**config.mk**
```make
export PLATFORM = sky130hd
export DESIGN_NAME = branch_resolve
export DESIGN_NICKNAME = d
export VERILOG_FILES = /design/src/rtl/jr_pkg.sv /design/src/rtl/jr_decode.sv /design/src/rtl/jr_extend.sv /design/src/rtl/jr_cond.sv /design/src/rtl/branch_resolve.sv
export SDC_FILE = /design/constraint.sdc
export NUM_CORES = 1
export LEC_CHECK = 0
export BUFFER_PORTS_ARGS = -buffer_cell sky130_fd_sc_hd__buf_2
export CAP_MARGIN = 5
export CORE_MARGIN = 3
export CORE_UTILIZATION = 30
export CTS_BUF_LIST = sky130_fd_sc_hd__clkbuf_16
export CTS_CLUSTER_SIZE = 10
export DETAILED_ROUTE_END_ITERATION = 7
export PLACE_DENSITY_LB_ADDON = 0.3
export RECOVER_POWER = 50
export SYNTH_ARGS = -nofsm -noshare
export SYNTH_HDL_FRONTEND = slang
export SYNTH_SLANG_ARGS = --single-unit
```
**constraint.sdc**
```tcl
create_clock -name clk -period 14.4 [get_ports clk]
set_input_delay 2.88 -clock clk [delete_from_list [all_inputs] [get_ports clk]]
set_output_delay 2.88 -clock clk [all_outputs]
set_load 0.005 [all_outputs]
```
**src/rtl/jr_pkg.sv**
```systemverilog
package jr_pkg;

   typedef enum logic [1:0] {
      COND_ALWAYS   = 2'b00,
      COND_FLAG_SET = 2'b01,
      COND_FLAG_CLR = 2'b10,
      COND_SRC_NZ   = 2'b11
   } cond_e;

   typedef struct packed {
      logic  is_jump;
      logic  relative;
      cond_e cond;
   } jdec_t;

   localparam int NUM_LANES = 4;
   localparam int LANE_BASE_W = 8;

endpackage

```
**src/rtl/jr_decode.sv**
```systemverilog
module jr_decode
   import jr_pkg::*;
#(
   parameter int OPC_W    = 10,
   parameter int JMP_BASE = 'h038
) (
   input  logic [OPC_W-1:0] opcode,
   output jdec_t            dec
);
   localparam int GROUP_W = OPC_W - 3;
   localparam logic [GROUP_W-1:0] GROUP_ID = GROUP_W'(JMP_BASE >> 3);

   generate
      if (OPC_W < 4) begin : g_bad_opc_w
         $error("jr_decode: OPC_W must be at least 4");
      end
      if ((JMP_BASE % 8) != 0) begin : g_bad_base
         $error("jr_decode: JMP_BASE must be a multiple of 8");
      end
   endgenerate

   always_comb begin
      dec.is_jump  = (opcode[OPC_W-1:3] == GROUP_ID);
      dec.relative = opcode[2];
      dec.cond     = cond_e'(opcode[1:0]);
   end
endmodule

```
**src/rtl/jr_extend.sv**
```systemverilog
module jr_extend
   import jr_pkg::*;
#(
   parameter int IDX_W = 64
) (
   input  logic [IDX_W-1:0] raw,
   input  logic [1:0]       size_code,
   input  logic             sign_mode,
   output logic [IDX_W-1:0] ext
);
   logic [IDX_W-1:0] lane_ext [NUM_LANES];

   generate
      if (IDX_W < LANE_BASE_W) begin : g_bad_idx_w
         $error("jr_extend: IDX_W must be at least 8");
      end
      for (genvar k = 0; k < NUM_LANES; k++) begin : g_lane
         localparam int NAT_W = LANE_BASE_W << k;
         localparam int LW    = (NAT_W > IDX_W) ? IDX_W : NAT_W;
         if (LW < IDX_W) begin : g_narrow
            always_comb begin
               if (sign_mode)
                  lane_ext[k] = {{(IDX_W-LW){raw[LW-1]}}, raw[LW-1:0]};
               else
                  lane_ext[k] = {{(IDX_W-LW){1'b0}}, raw[LW-1:0]};
            end
         end else begin : g_full
            always_comb lane_ext[k] = raw;
         end
      end
   endgenerate

   always_comb ext = lane_ext[size_code];
endmodule

```
**src/rtl/jr_cond.sv**
```systemverilog
module jr_cond
   import jr_pkg::*;
#(
   parameter int IDX_W = 64
) (
   input  cond_e            cond,
   input  logic             eq_flag,
   input  logic [IDX_W-1:0] src_opnd,
   output logic             cond_ok
);
   always_comb begin
      unique case (cond)
         COND_ALWAYS:   cond_ok = 1'b1;
         COND_FLAG_SET: cond_ok = eq_flag;
         COND_FLAG_CLR: cond_ok = !eq_flag;
         COND_SRC_NZ:   cond_ok = |src_opnd;
         default:       cond_ok = 1'b0;
      endcase
   end
endmodule

```
**src/rtl/branch_resolve.sv**
```systemverilog
module branch_resolve
   import jr_pkg::*;
#(
   parameter int IDX_W    = 64,
   parameter int OPC_W    = 10,
   parameter int JMP_BASE = 'h038
) (
   input  logic             clk,
   input  logic             rst_n,
   input  logic             req_valid,
   input  logic [OPC_W-1:0] opcode,
   input  logic [1:0]       size_code,
   input  logic [IDX_W-1:0] cur_idx,
   input  logic [IDX_W-1:0] dst_opnd,
   input  logic [IDX_W-1:0] src_opnd,
   input  logic             eq_flag,
   output logic             res_valid,
   output logic             taken,
   output logic [IDX_W-1:0] next_idx
);
   localparam logic [IDX_W-1:0] ONE = IDX_W'(1);
   localparam logic [OPC_W-1:0] OPC_ABS_ALWAYS = OPC_W'(JMP_BASE);
   localparam logic [OPC_W-1:0] OPC_ABS_FSET   = OPC_W'(JMP_BASE + 1);
   localparam logic [OPC_W-1:0] OPC_REL_ALWAYS = OPC_W'(JMP_BASE + 4);

   generate
      if (JMP_BASE + 8 > (1 << OPC_W)) begin : g_bad_base
         $error("branch_resolve: JMP_BASE does not fit in OPC_W bits");
      end
   endgenerate

   jdec_t            dec;
   logic [IDX_W-1:0] opnd_ext;
   logic             cond_ok;
   logic             jump_go;
   logic [IDX_W-1:0] target_idx;

   jr_decode #(.OPC_W(OPC_W), .JMP_BASE(JMP_BASE)) u_decode (
      .opcode (opcode),
      .dec    (dec)
   );

   jr_extend #(.IDX_W(IDX_W)) u_extend (
      .raw       (dst_opnd),
      .size_code (size_code),
      .sign_mode (dec.relative),
      .ext       (opnd_ext)
   );

   jr_cond #(.IDX_W(IDX_W)) u_cond (
      .cond     (dec.cond),
      .eq_flag  (eq_flag),
      .src_opnd (src_opnd),
      .cond_ok  (cond_ok)
   );

   always_comb begin
      jump_go = dec.is_jump && cond_ok;
      if (!jump_go)
         target_idx = cur_idx;
      else if (dec.relative)
         target_idx = cur_idx + opnd_ext;
      else
         target_idx = opnd_ext - ONE;
   end

   always_ff @(posedge clk) begin
      if (!rst_n) begin
         res_valid <= 1'b0;
         taken     <= 1'b0;
         next_idx  <= '0;
      end else begin
         res_valid <= req_valid;
         taken     <= req_valid && jump_go;
         if (req_valid)
            next_idx <= target_idx;
      end
   end

   // every request yields a result one cycle later
   p_result_follows_r9: assert property (@(posedge clk) disable iff (!rst_n)
      req_valid |=> res_valid);

   // no request means no result, no taken, index held
   p_idle_quiet_r10: assert property (@(posedge clk) disable iff (!rst_n)
      !req_valid |=> (!res_valid && !taken && $stable(next_idx)));

   // unconditional absolute 64-bit jump loads target minus one
   p_abs_minus_one_r4: assert property (@(posedge clk) disable iff (!rst_n)
      (req_valid && opcode == OPC_ABS_ALWAYS && size_code == 2'b11)
      |=> (taken && next_idx == $past(dst_opnd) - ONE));

   // unconditional relative 64-bit jump adds offset to index
   p_rel_sum_r5: assert property (@(posedge clk) disable iff (!rst_n)
      (req_valid && opcode == OPC_REL_ALWAYS && size_code == 2'b11)
      |=> (taken && next_idx == $past(cur_idx) + $past(dst_opnd)));

   // failed flag condition passes the current index through
   p_flag_false_keeps_r8: assert property (@(posedge clk) disable iff (!rst_n)
      (req_valid && opcode == OPC_ABS_FSET && !eq_flag)
      |=> (!taken && next_idx == $past(cur_idx)));

   // taken only ever appears with a result
   p_taken_with_valid_r9: assert property (@(posedge clk) disable iff (!rst_n)
      taken |-> res_valid);
endmodule

```
Word level (Yosys, flattened, before mapping)
Index checks and enable logic that the tools add are counted.
{"block": "op_classes", "reduce_logical": 5, "n_eq_ne": 4, "order_cmp": 1, "mux": 9, "add_sub_neg": 2, "bitwise": 1}
{"operator": "64-bit two-way mux", "n": 7}
{"operator": "64-bit binary-select mux with 2-bit select", "n": 1}
{"operator": "64-bit adder", "n": 1}
{"operator": "64-bit OR reduction", "n": 1}
{"operator": "64-bit by 1-bit subtractor with 64-bit output, second input constant", "n": 1}
{"operator": "7-bit by 3-bit equality test with 1-bit output, second input constant", "n": 1}
{"operator": "2-bit equality test, second input constant", "n": 2}
{"operator": "1-bit case mux with 4 select lines", "n": 1}
{"operator": "3-bit >= comparator, second input constant", "n": 1}
{"operator": "2-bit inverter with 3-bit output", "n": 1}
{"operator": "2-bit by 1-bit equality test with 1-bit output, second input constant", "n": 1}
{"operator": "1-bit logical AND", "n": 2}
{"operator": "2-bit logical NOT", "n": 1}
{"operator": "1-bit logical NOT", "n": 1}
{"block": "totals", "word_cells": 25, "out_inout_bits": 66, "register_bits": 66, "input_bits": 208}

Logic depth before layout (Yosys ltp)
Gate-level depths: netlist of run 1.
{"block": "logic_depth", "ltp_word": 7, "mapped_depth": 17, "mapped_depth_nobuf": 14}

Modules after synthesis
Synthesis of run 1 repeated with hierarchy kept, for this count alone.
{"block": "unflattened", "cells_unflattened": 1113, "hier_area_um2": 7891.3}
{"mod": "branch_resolve", "cells_per_inst": 934, "instances": 1, "seq_area_each_um2": 1321.3, "area_each_um2": 6767.7}
{"mod": "jr_extend", "cells_per_inst": 149, "instances": 1, "seq_area_each_um2": 0.0, "area_each_um2": 920.9}
{"mod": "jr_cond", "cells_per_inst": 24, "instances": 1, "seq_area_each_um2": 0.0, "area_each_um2": 156.4}
{"mod": "jr_decode", "cells_per_inst": 6, "instances": 1, "seq_area_each_um2": 0.0, "area_each_um2": 46.3}

Worst setup path after synthesis of run 1
Ideal clock, no wire load.
{"block": "synth_timing", "kind": "input-to-reg", "start": "in size_code[0]", "end": "reg next_idx[59]", "path_stages": 17, "setup_slack_ps": 7820, "setup_ps": 117, "required_ps": 14283, "t_arrival_ps": 6463, "n_path_buf": 3, "path_cell_list": "mux2_2 -> a21oi_1 -> clkbuf_1 -> buf_1 -> a21oi_1 -> ha_1 -> clkbuf_1 -> a21oi_1 -> o21ai_0 -> a21oi_1 -> o221ai_1 -> a211oi_1 -> o21a_1 -> a2111oi_4 -> o41a_1 -> or3_1 -> a32o_1"}
{"block": "synth_via", "elab_chain_cells": 7, "elab_cells_between_ends": 8, "cone_classes": "2 x add/sub; 5 x mux; 1 x bitwise"}
{"item": "from (decl)", "line_no": "branch_resolve.sv:12", "text": "input logic [1:0] size_code,"}
{"item": "2-bit inverter with 3-bit output (not written as such) (*)", "line_no": "jr_extend.sv:33", "text": "always_comb ext = lane_ext[size_code];"}
{"item": "64-bit binary-select mux with 2-bit select (*)", "line_no": "jr_extend.sv:33"}
{"item": "64-bit two-way mux (not written as such) (*) (2 in a row)", "line_no": "jr_extend.sv:33"}
{"item": "64-bit by 1-bit subtractor with 64-bit output or 64-bit adder (tied branches)", "line_no": "branch_resolve.sv:64, branch_resolve.sv:62"}
{"item": "64-bit two-way mux (*)", "line_no": "branch_resolve.sv:61", "text": "else if (dec.relative)"}
{"item": "64-bit two-way mux (*)", "line_no": "branch_resolve.sv:59", "text": "if (!jump_go)"}
{"item": "to (signal assigned)", "line_no": "branch_resolve.sv:76", "text": "next_idx <= target_idx;"}
{"item": "to (decl)", "line_no": "branch_resolve.sv:19", "text": "output logic [IDX_W-1:0] next_idx"}
Every way passes the cells marked *; elsewhere a longest branch is shown, timed or not. The select of a mux whose other input is x is not followed.
A chain may end at the register's enable or synchronous reset.

Final worst setup path of run 1
{"block": "layout_timing", "start": "in opcode[2]", "end": "reg next_idx[59]"}
{"block": "layout_via", "elab_chain_cells": 7, "elab_cells_between_ends": 10, "cone_classes": "2 x add/sub; 8 x mux"}
{"item": "from (decl)", "line_no": "branch_resolve.sv:11", "text": "input logic [OPC_W-1:0] opcode,"}
{"item": "64-bit two-way mux", "line_no": "jr_extend.sv:22", "text": "if (sign_mode)"}
{"item": "64-bit binary-select mux with 2-bit select", "line_no": "jr_extend.sv:33"}
{"item": "64-bit two-way mux (not written as such) (2 in a row)", "line_no": "jr_extend.sv:33"}
{"item": "64-bit by 1-bit subtractor with 64-bit output or 64-bit adder (tied branches)", "line_no": "branch_resolve.sv:64, branch_resolve.sv:62"}
{"item": "64-bit two-way mux (*)", "line_no": "branch_resolve.sv:61"}
{"item": "64-bit two-way mux (*)", "line_no": "branch_resolve.sv:59"}
Marked as above.

==> results.json, run 1 <==
{
  "status": "finished with violations",
  "violations": "capacitance limit, slew limit",
  "ys_warn_count": 0,
  "finClkSkew_ns": 0,
  "clk_pin_slew_worst_paths_ns": 0.06,
  "whs_endpoint": "next_idx[45]",
  "globalRouteTotalUtil_pct": 22.3,
  "antenna_cells": 0,
  "rsz0062_at_grt": "false",
  "hp-start": "next_idx[45]",
  "grt_pass1_wl_um": 50000,
  "clock_sinks": 66,
  "clockBufferDepth": 2,
  "num_vias": 9390,
  "setup_violations": 0,
  "critPathRequiredTime_ns": 14.62,
  "cts-buffers-inserted": 9,
  "synth_area_per_cell_sq_um": 6.93,
  "finalNonFillerCells": 1691,
  "drive_above_1_share_pct": 20.1,
  "dieArea_sq_um": 28100,
  "ios": 274,
  "path_class": "in2reg",
  "rr_worst_depth": 3,
  "switchingPower_w": 0.000334,
  "worstMarginPinSlew_ns": 1.80,
  "arrival_ns": 7.55,
  "total_leakage_power_nw": 4.27,
  "gr-total-overflow": 0,
  "wl_per_cell_um": 19.4,
  "relSlewSlack_pct": -19.8,
  "post-route-min-period_ns": 7.33,
  "final_util_pct": 38.0,
  "clk_latency_ns": 0.34,
  "drv_slew": 33,
  "postCtsHoldBufs": 0,
  "rows": 58,
  "cap_violations": 1,
  "async_reset_ff_share_pct": 0,
  "coreArea_sq_um": 25500,
  "io_buffers": 273,
  "clockPowerShare_pct": 27.5,
  "fp.dieW_um": 168,
  "swShare_pct": 40.8,
  "synth_top_area_share_pct": 16.8,
  "layout.nets": 1628,
  "wl_um": 32900,
  "htreeDepth": 3,
  "grt_pass1_vias": 9119,
  "fill_cells": 2786,
  "drc": 0,
  "cts_root_buffer": "clkbuf_16",
  "cts_tree": "built",
  "die_y_um": 168,
  "finalSetupTns_ns": 0,
  "startpoint_type": "input port",
  "drtAntennaViolNets": 0,
  "startpoint": "opcode[2]",
  "holdPathStages": 1,
  "synthesis.nets": 1404,
  "finalPower_w": 0.000818,
  "start_util_pct": 30.8,
  "syn_area_sq_um": 7840,
  "dp.cells": 1675,
  "yosysSeqAreaShare_pct": 16.8,
  "min_path_type": "reg2reg",
  "end_kind": "flop",
  "dp_hpwl_um": 25700,
  "synth_edf_count": 0,
  "globalRouteMet1Util_pct": 28.0,
  "gp_congestion": 0.916,
  "drtIter0Drc": 667,
  "min_period_over_period_pct": 50.9,
  "synth_cell_types": 70,
  "r2r_start": "next_idx[63]",
  "avgViaCountPerCell": 5.55,
  "worstReg2RegEnd": "next_idx[63]",
  "grt_max_degree": 69,
  "area_growth_pct": 23.3,
  "r2r_slack_ns": 13.43,
  "p_int_w": 0.000484,
  "ys_ff_latch": 66,
  "yosys.area.top_type": "dfxtp_1",
  "crit_fanout": 67,
  "fmax_mhz": 136,
  "postSynthCellCount": 1132,
  "postCtsSetupBuffers": 0,
  "sequentialPowerShare_pct": 24.6,
  "p_comb_share_pct": 47.9,
  "synth_ff_type": "dfxtp_1",
  "top_usage_layer": "met2",
  "synthTopCellsByArea": "dfxtp_1, a21oi_1, ha_1",
  "finalHoldViolCount": 0,
  "antenna_found_initial": 0,
  "max-vdd-ir-drop_mv": 0.0539,
  "p_per_area_nw_per_um2": 84.6,
  "drtPass1Iterations": 5,
  "use_met3_pct": 4.63,
  "post_cts_resized": 0,
  "use_met2_pct": 38.8
}
area by class of cell:
cell class / count / area [sq um] / share of cell area, %
tap: 330 / 413 / 4.27
multi-input combinational: 966 / 6160 / 63.7
inverter: 31 / 116 / 1.20
sequential: 66 / 1320 / 13.7
clock inverter: 7 / 60.1 / 0.621
clock buffer: 9 / 225 / 2.33
timing repair buffer: 282 / 1380 / 14.3
worst max path at each step:
stage,to,slack (ns),cells after the start
6_report,next_idx[59],7.07,16
5_1_grt,next_idx[58],6.68,16
4_1_cts,next_idx[59],7.11,16
3_5_place_dp,next_idx[59],6.78,16
3_3_place_gp,next_idx[59],6.86,16
2_1_floorplan,next_idx[59],7.82,17
kinds of logic (layout without fill, tap and decap cells):
family / after synthesis / in the layout / share of synthesized area [%]
AOI/OAI and AO/OA: 439 / 439 / 35.2
xor gates and xnor gates: 52 / 52 / 5.81
muxes: 19 / 19 / 2.49
DFF: 66 / 66 / 16.8
adders and majority gates: 64 / 64 / 10.3
buffers and inverters: 100 / 329 / 4.79
and+or+nand+nor: 392 / 392 / 24.5
sequential cells by signal, indices dropped and copies added (netlist names):
signal,flops
taken,1
next_idx,64
res_valid,1
power by group through the flow:
stage	Sequential (W)	Clock [W]	Combinational, W
final	0.000201	0.000225	0.000392
after global routing	0.000203	0.000240	0.000431
after CTS	0.000201	0.000231	0.000390
after detailed placement	0.000205	0	0.000387
after global placement	0.000205	0	0.000389
after floorplan	0.000205	0	0.000265
per-stage QoR:
stage                     hold WS [ns]  setup slack, ns  area [sq um]
after floorplan                  0.476             7.82          7840
final                            0.483             7.07          9670
after global placement           0.460             6.86          9440
after detailed placement         0.467             6.78          9440
after global routing             0.500             6.68          9670
after CTS                        0.484             7.11          9730
critical path: stages:
cell and delay (ns):
buf_2 0.07, buf_4 0.59, a21o_1 0.83, o21ai_0 0.21, a21oi_1 0.20, ha_1 0.33
a21oi_1 0.23, o21ai_0 0.14, a21oi_1 0.16, o221ai_1 0.18, a211oi_1 0.31, o21a_1 0.25
a2111oi_4 0.11, o41a_1 0.42, or3_1 0.31, a32o_1 0.26
cells in the mapped netlist, types with 4 or more instances:
cell type / number
or3_1: 7
nor2_1: 95
inv_1: 30
a311oi_1: 8
a221oi_1: 6
nor4_1: 21
nand2b_1: 69
mux2i_1: 15
nand4_1: 16
nand2_1: 115
nor3_1: 24
o31ai_1: 10
and2_1: 4
clkbuf_1: 65
xnor2_1: 35
ha_1: 63
a21boi_0: 4
nand3_1: 13
o21bai_1: 12
xor2_1: 17
o21ai_0: 106
mux2_2: 4
o211ai_1: 19
a31oi_1: 5
a21o_1: 37
a211oi_1: 17
buf_1: 4
o22ai_1: 4
and3_1: 12
o21a_1: 6
a21oi_1: 162
dfxtp_1: 66
o221ai_1: 4
o211a_1: 5
metal layers:
layer / vias up / wire, um
met5: - / 0
met4: 0 / 938
met3: 57 / 2240
met2: 408 / 15700
met1: 4317 / 14000
li1: 4608 / -
cells in the final DEF, fill, tap and decap left out, drive strengths merged, types with 12 or more instances in the layout:
cell | netlist | final
a21oi | 163 | 163
xnor2 | 35 | 35
o21ai | 107 | 107
dfxtp | 66 | 66
nand2 | 117 | 117
nor4 | 21 | 21
a21o | 37 | 37
nor2 | 95 | 95
nand4 | 16 | 16
clkbuf | 65 | 55
nand2b | 69 | 69
inv | 30 | 30
o21bai | 12 | 12
o211ai | 19 | 19
and3 | 12 | 12
o31ai | 12 | 12
mux2i | 15 | 15
buf | 4 | 236
a211oi | 21 | 21
ha | 63 | 63
xor2 | 17 | 17
nor3 | 24 | 24
nand3 | 13 | 13
(Power assumes the default switching activity.)
==> run 2, diff against run 1 <==
==> constraint.sdc (replaced) <==
create_clock -name clk -period 7.47 [get_ports clk]
set_input_delay 1.494 -clock clk [delete_from_list [all_inputs] [get_ports clk]]
set_output_delay 1.494 -clock clk [all_outputs]
set_load 0.005 [all_outputs]
==> results.json, run 2 (same netlist as run 1, synthesis figures left out) <==
{
  "status": "completed",
  "r2r_slack_ns": 6.53,
  "finClkSkew_ns": 0,
  "arrival_ns": 5.83,
  "post-route-min-period_ns": 5.59,
  "drtIter0Drc": 916,
  "drive_above_1_share_pct": 20.3,
  "cts-buffers-inserted": 9,
  "fmax_mhz": 179,
  "wl_per_cell_um": 19.9,
  "gr-total-overflow": 0,
  "dp.cells": 1678,
  "drv_slew": 0,
  "mostFrequentLayoutCells": "buf_2, a21oi_1, nand2_1",
  "rsz0062_at_grt": "false",
  "r2r_start": "next_idx[63]",
  "max-vdd-ir-drop_mv": 0.0870,
  "end_kind": "flop",
  "worstMarginPinSlew_ns": 0.930,
  "cap_violations": 0,
  "startpoint_type": "input port",
  "avgViaCountPerCell": 5.58,
  "htreeDepth": 3,
  "critPathRequiredTime_ns": 7.71,
  "start_util_pct": 30.8,
  "clk_pin_slew_worst_paths_ns": 0.06,
  "gp_congestion": 0.954,
  "finalSetupTns_ns": 0,
  "postCtsSetupBuffers": 0,
  "largestRegisters": "next_idx: 64 flops, res_valid: 1 flops, taken: 1 flops",
  "post_cts_resized": 0,
  "num_vias": 9457,
  "coreArea_sq_um": 25500,
  "crit_fanout": 37,
  "path_class": "in2reg",
  "grt_max_degree": 61,
  "dp_hpwl_um": 26600,
  "antenna_found_initial": 3,
  "drtPass1Iterations": 6,
  "drc": 0,
  "worstSetupEndpoint": "next_idx[59]",
  "min_path_type": "reg2reg",
  "area_growth_pct": 24.0,
  "wl_um": 33800,
  "final_common_cell": "buf_2",
  "die_y_um": 168,
  "grt_pass1_vias": 9179,
  "globalRouteTotalUtil_pct": 22.7,
  "worstReg2RegEnd": "next_idx[63]",
  "largest_reg_flops": 64,
  "dieArea_sq_um": 28100,
  "min_period_over_period_pct": 74.9,
  "drtAntennaViolNets": 0,
  "fp.dieW_um": 168,
  "finalHoldViolCount": 0,
  "rows": 58,
  "clock_sinks": 66,
  "setup_violations": 0,
  "cts_tree": "built",
  "io_buffers": 273,
  "p_per_area_nw_per_um2": 167,
  "relSlewSlack_pct": 37.9,
  "total_leakage_power_nw": 4.30,
  "layout.nets": 1631,
  "clk_latency_ns": 0.35,
  "postCtsHoldBufs": 0,
  "finalNonFillerCells": 1695,
  "top_register": "next_idx",
  "startpoint": "opcode[2]",
  "rr_worst_depth": 3,
  "ios": 274,
  "clockBufferDepth": 2,
  "cts_root_buffer": "clkbuf_16",
  "grt_pass1_wl_um": 51000
}
## run 2: changes by cell type in the layout (fill, tap and decap cells not counted)
cell / delta
buf_2: +1
buf_4: +3
bufinv_16: +1
clkbuf_1: -1
clkinv_1: -1
clkinv_2: -1
diode_2: +1
inv_1: +1
## run 2: area by class of cell
type | count | area [sq um]
clock inverters | 7 | 85.1
fillers | 2809 | 15700
multi-input cells | 966 | 6160
flip-flops and latches | 66 | 1320
well taps | 330 | 413
inverters | 31 | 116
diodes | 1 | 2.50
clock buffers | 9 | 225
repair buffers | 285 | 1400
## run 2: worst min path at each step
stage / startpoint / slack (ns) / end / depth (start not counted)
CTS: next_idx[44] / 0.48 / next_idx[44] / 1
finish: next_idx[44] / 0.48 / next_idx[44] / 1
global placement: next_idx[44] / 0.46 / next_idx[44] / 1
global route: next_idx[44] / 0.50 / next_idx[44] / 1
floorplan: next_idx[0] / 0.48 / next_idx[0] / 2
detailed placement: next_idx[44] / 0.46 / next_idx[44] / 1
## run 2: stage by stage
| step | setup slack, ns | instance area, sq um | util (%) | power [W] | hold slack, ns |
|---|---|---|---|---|---|
| finish | 1.88 | 9720 | 38.2 | 0.00163 | 0.479 |
| global route | 1.54 | 9720 | 38.2 | 0.00173 | 0.496 |
| CTS | 1.89 | 9780 | 38.4 | 0.00163 | 0.478 |
| detailed placement | 1.53 | 9470 | 37.2 | 0.00115 | 0.463 |
| global placement | 1.63 | 9470 | 37.2 | 0.00115 | 0.461 |
| floorplan | 2.28 | 7840 | - | 0.000907 | 0.476 |
## run 2: critical path, cell delays in order
cell	delay, ns
buf_2	0.52
buf_4	0.50
nand3_1	0.33
nand2_1	0.14
ha_1	0.32
a21oi_4	0.20
nand2_2	0.08
a211oi_4	0.31
a211oi_2	0.13
a211oi_2	0.45
nand4bb_4	0.26
a2111oi_4	0.09
o41a_1	0.42
or3_1	0.32
a32o_1	0.25
## run 2: where the power goes
group	switching [W]	internal, W
Sequential	0.0000131	0.000375
Combinational	0.000457	0.000304
Clock	0.000188	0.000289
Total	0.000658	0.000969
## run 2: per-layer routing
layer	share of wire [%]	global-route usage, %
met4	3.2	7.29
met1	41	28.0
met5	0	0
met2	47	39.6
met3	8.1	4.84
==> run 3, diff against run 2 <==
==> constraint.sdc (replaced) <==
create_clock -name clk -period 5.1 [get_ports clk]
set_input_delay 1.02 -clock clk [delete_from_list [all_inputs] [get_ports clk]]
set_output_delay 1.02 -clock clk [all_outputs]
set_load 0.005 [all_outputs]
==> results.json, run 3 (same netlist as run 1, synthesis figures left out) <==
{
  "status": "finished with violations",
  "violations": "capacitance limit, slew limit",
  "clk_latency_ns": 0.34,
  "fmax_mhz": 219,
  "num_vias": 9478,
  "cp_slowest_cell": "o41a_1",
  "critPathRequiredTime_ns": 5.34,
  "die_y_um": 168,
  "wl_met1_um": 15000,
  "min_period_over_period_pct": 89.6,
  "fill_cells": 2805,
  "rsz0062_at_grt": "false",
  "fp.dieW_um": 168,
  "p_comb_share_pct": 47.0,
  "grt_pass1_vias": 9261,
  "drive_above_1_share_pct": 20.9,
  "path_class": "in2reg",
  "dr_wl_met3_um": 1880,
  "rows": 58,
  "layout.nets": 1647,
  "p_per_area_nw_per_um2": 243,
  "drv_slew": 51,
  "cts_tree": "built",
  "drtPass1Iterations": 5,
  "cpMostUsedCell": "a21oi_1",
  "startpoint_type": "input port",
  "cp_cell_sequence": "buf_2 > mux2_2 > a21oi_4 > buf_12 > a21oi_1 > ha_1 > a21oi_1 > o21ai_0 > a21oi_1 > o221ai_1 > a211oi_1 > o21a_1 > a2111oi_4 > o41a_1 > or3_1 > a32o_1",
  "slowest_delay_ns": 0.43,
  "postCtsSetupBuffers": 0,
  "postCtsHoldBufs": 0,
  "clockPowerShare_pct": 29.3,
  "dp_hpwl_um": 26700,
  "finClkSkew_ns": 0,
  "wl_met2_um": 15800,
  "setup_violations": 0,
  "largest_reg_flops": 64,
  "cts_root_buffer": "clkbuf_16",
  "clk_pin_slew_worst_paths_ns": 0.06,
  "grt_max_degree": 64,
  "coreArea_sq_um": 25500,
  "crit_fanout": 39,
  "finalNonFillerCells": 1711,
  "dp.cells": 1694,
  "clockBufferDepth": 2,
  "post-route-min-period_ns": 4.57,
  "finalHoldViolCount": 0,
  "finalSetupTns_ns": 0,
  "largestRegisters": "next_idx: 64 flops, res_valid: 1 flops, taken: 1 flops",
  "switchingPower_w": 0.000970,
  "htreeDepth": 3,
  "mostFrequentLayoutCells": "buf_2, a21oi_1, nand2_1",
  "gr-total-overflow": 0,
  "drtAntennaViolNets": 0,
  "globalRouteTotalUtil_pct": 22.8,
  "cts-buffers-inserted": 9,
  "wl_per_cell_um": 19.6,
  "total_leakage_power_nw": 4.38,
  "start_util_pct": 30.8,
  "swShare_pct": 40.3,
  "post_cts_resized": 0,
  "worstMarginPinSlew_ns": 2.28,
  "dr.max_layer_used": "met4",
  "dieArea_sq_um": 28100,
  "area_growth_pct": 26.2,
  "cap_violations": 1,
  "arrival_ns": 4.81,
  "crit_buf_inv": 2,
  "ios": 274,
  "clock_sinks": 66,
  "p_int_w": 0.00144,
  "cp_top_family": "compound AO/OA/AOI/OAI gates",
  "wl_um": 33500,
  "r2r_slack_ns": 4.10,
  "antenna_found_initial": 1,
  "sequentialPowerShare_pct": 23.7,
  "io_buffers": 273,
  "end_kind": "flop",
  "top_register": "next_idx",
  "drc": 0,
  "finalPower_w": 0.00241,
  "final_common_cell": "buf_2",
  "relSlewSlack_pct": -51.7,
  "grt_pass1_wl_um": 51100,
  "avgViaCountPerCell": 5.54,
  "drtIter0Drc": 629,
  "min_path_type": "reg2reg",
  "gp_congestion": 0.913,
  "max-vdd-ir-drop_mv": 0.113
}
## run 3: cell count changes in the layout (fill, tap and decap cells not counted)
cell and delta:
buf_4 +10, buf_12 +5, clkbuf_1 +4, buf_2 -3, clkinv_1 +2, clkinv_2 -1, inv_1 -1
## run 3: final timing paths
path                                endpoint         start  depth (start not counted)
worst max-delay path            next_idx[59]  size_code[0]                         16
worst min-delay path            next_idx[45]  next_idx[45]                          1
worst max register to register  next_idx[63]  next_idx[63]                          3
worst min register to register  next_idx[45]  next_idx[45]                          1
## run 3: worst register-to-register path, stage by stage (launching register included)
cell	delay [ns]
dfxtp_1	0.34
mux2_2	0.28
a32oi_1	0.17
mux2i_1	0.10
## run 3: cell type report
cell class | instances | area (sq um) | area share (%)
Antenna cell | 1 | 2.50 | 0.0253
Clock buffer | 9 | 225 | 2.28
Clock inverter | 7 | 83.8 | 0.847
Inverter | 31 | 116 | 1.18
Multi-Input combinational cell | 966 | 6160 | 62.2
Sequential cell | 66 | 1320 | 13.4
Tap cell | 330 | 413 | 4.17
Timing Repair Buffer | 301 | 1580 | 15.9
## run 3: routing by layer
| metal | up-vias | GRT usage, % |
|---|---|---|
| met5 | - | 0 |
| li1 | 4648 | - |
| met2 | 349 | 39.0 |
| met4 | 0 | 6.15 |
| met3 | 41 | 3.78 |
| met1 | 4440 | 29.6 |
## run 3: power groups by stage
stage,clock [W],sequential (W),combinational (W)
after floorplan,0,0.000579,0.000749
after global placement,0,0.000579,0.00112
after detailed placement,0,0.000579,0.00112
after CTS,0.000717,0.000568,0.00113
after global routing,0.000733,0.000573,0.00125
final,0.000706,0.000569,0.00113
## run 3: per-stage QoR
step	area [sq um]	worst slack, ns	utilization (%)	hold slack (ns)
6_report	9900	0.532	38.9	0.484
5_1_grt	9900	0.245	38.9	0.502
4_1_cts	9960	0.581	39.1	0.482
3_5_place_dp	9650	0.229	37.9	0.467
3_3_place_gp	9650	0.302	37.9	0.464
2_1_floorplan	7840	0.380	-	0.476
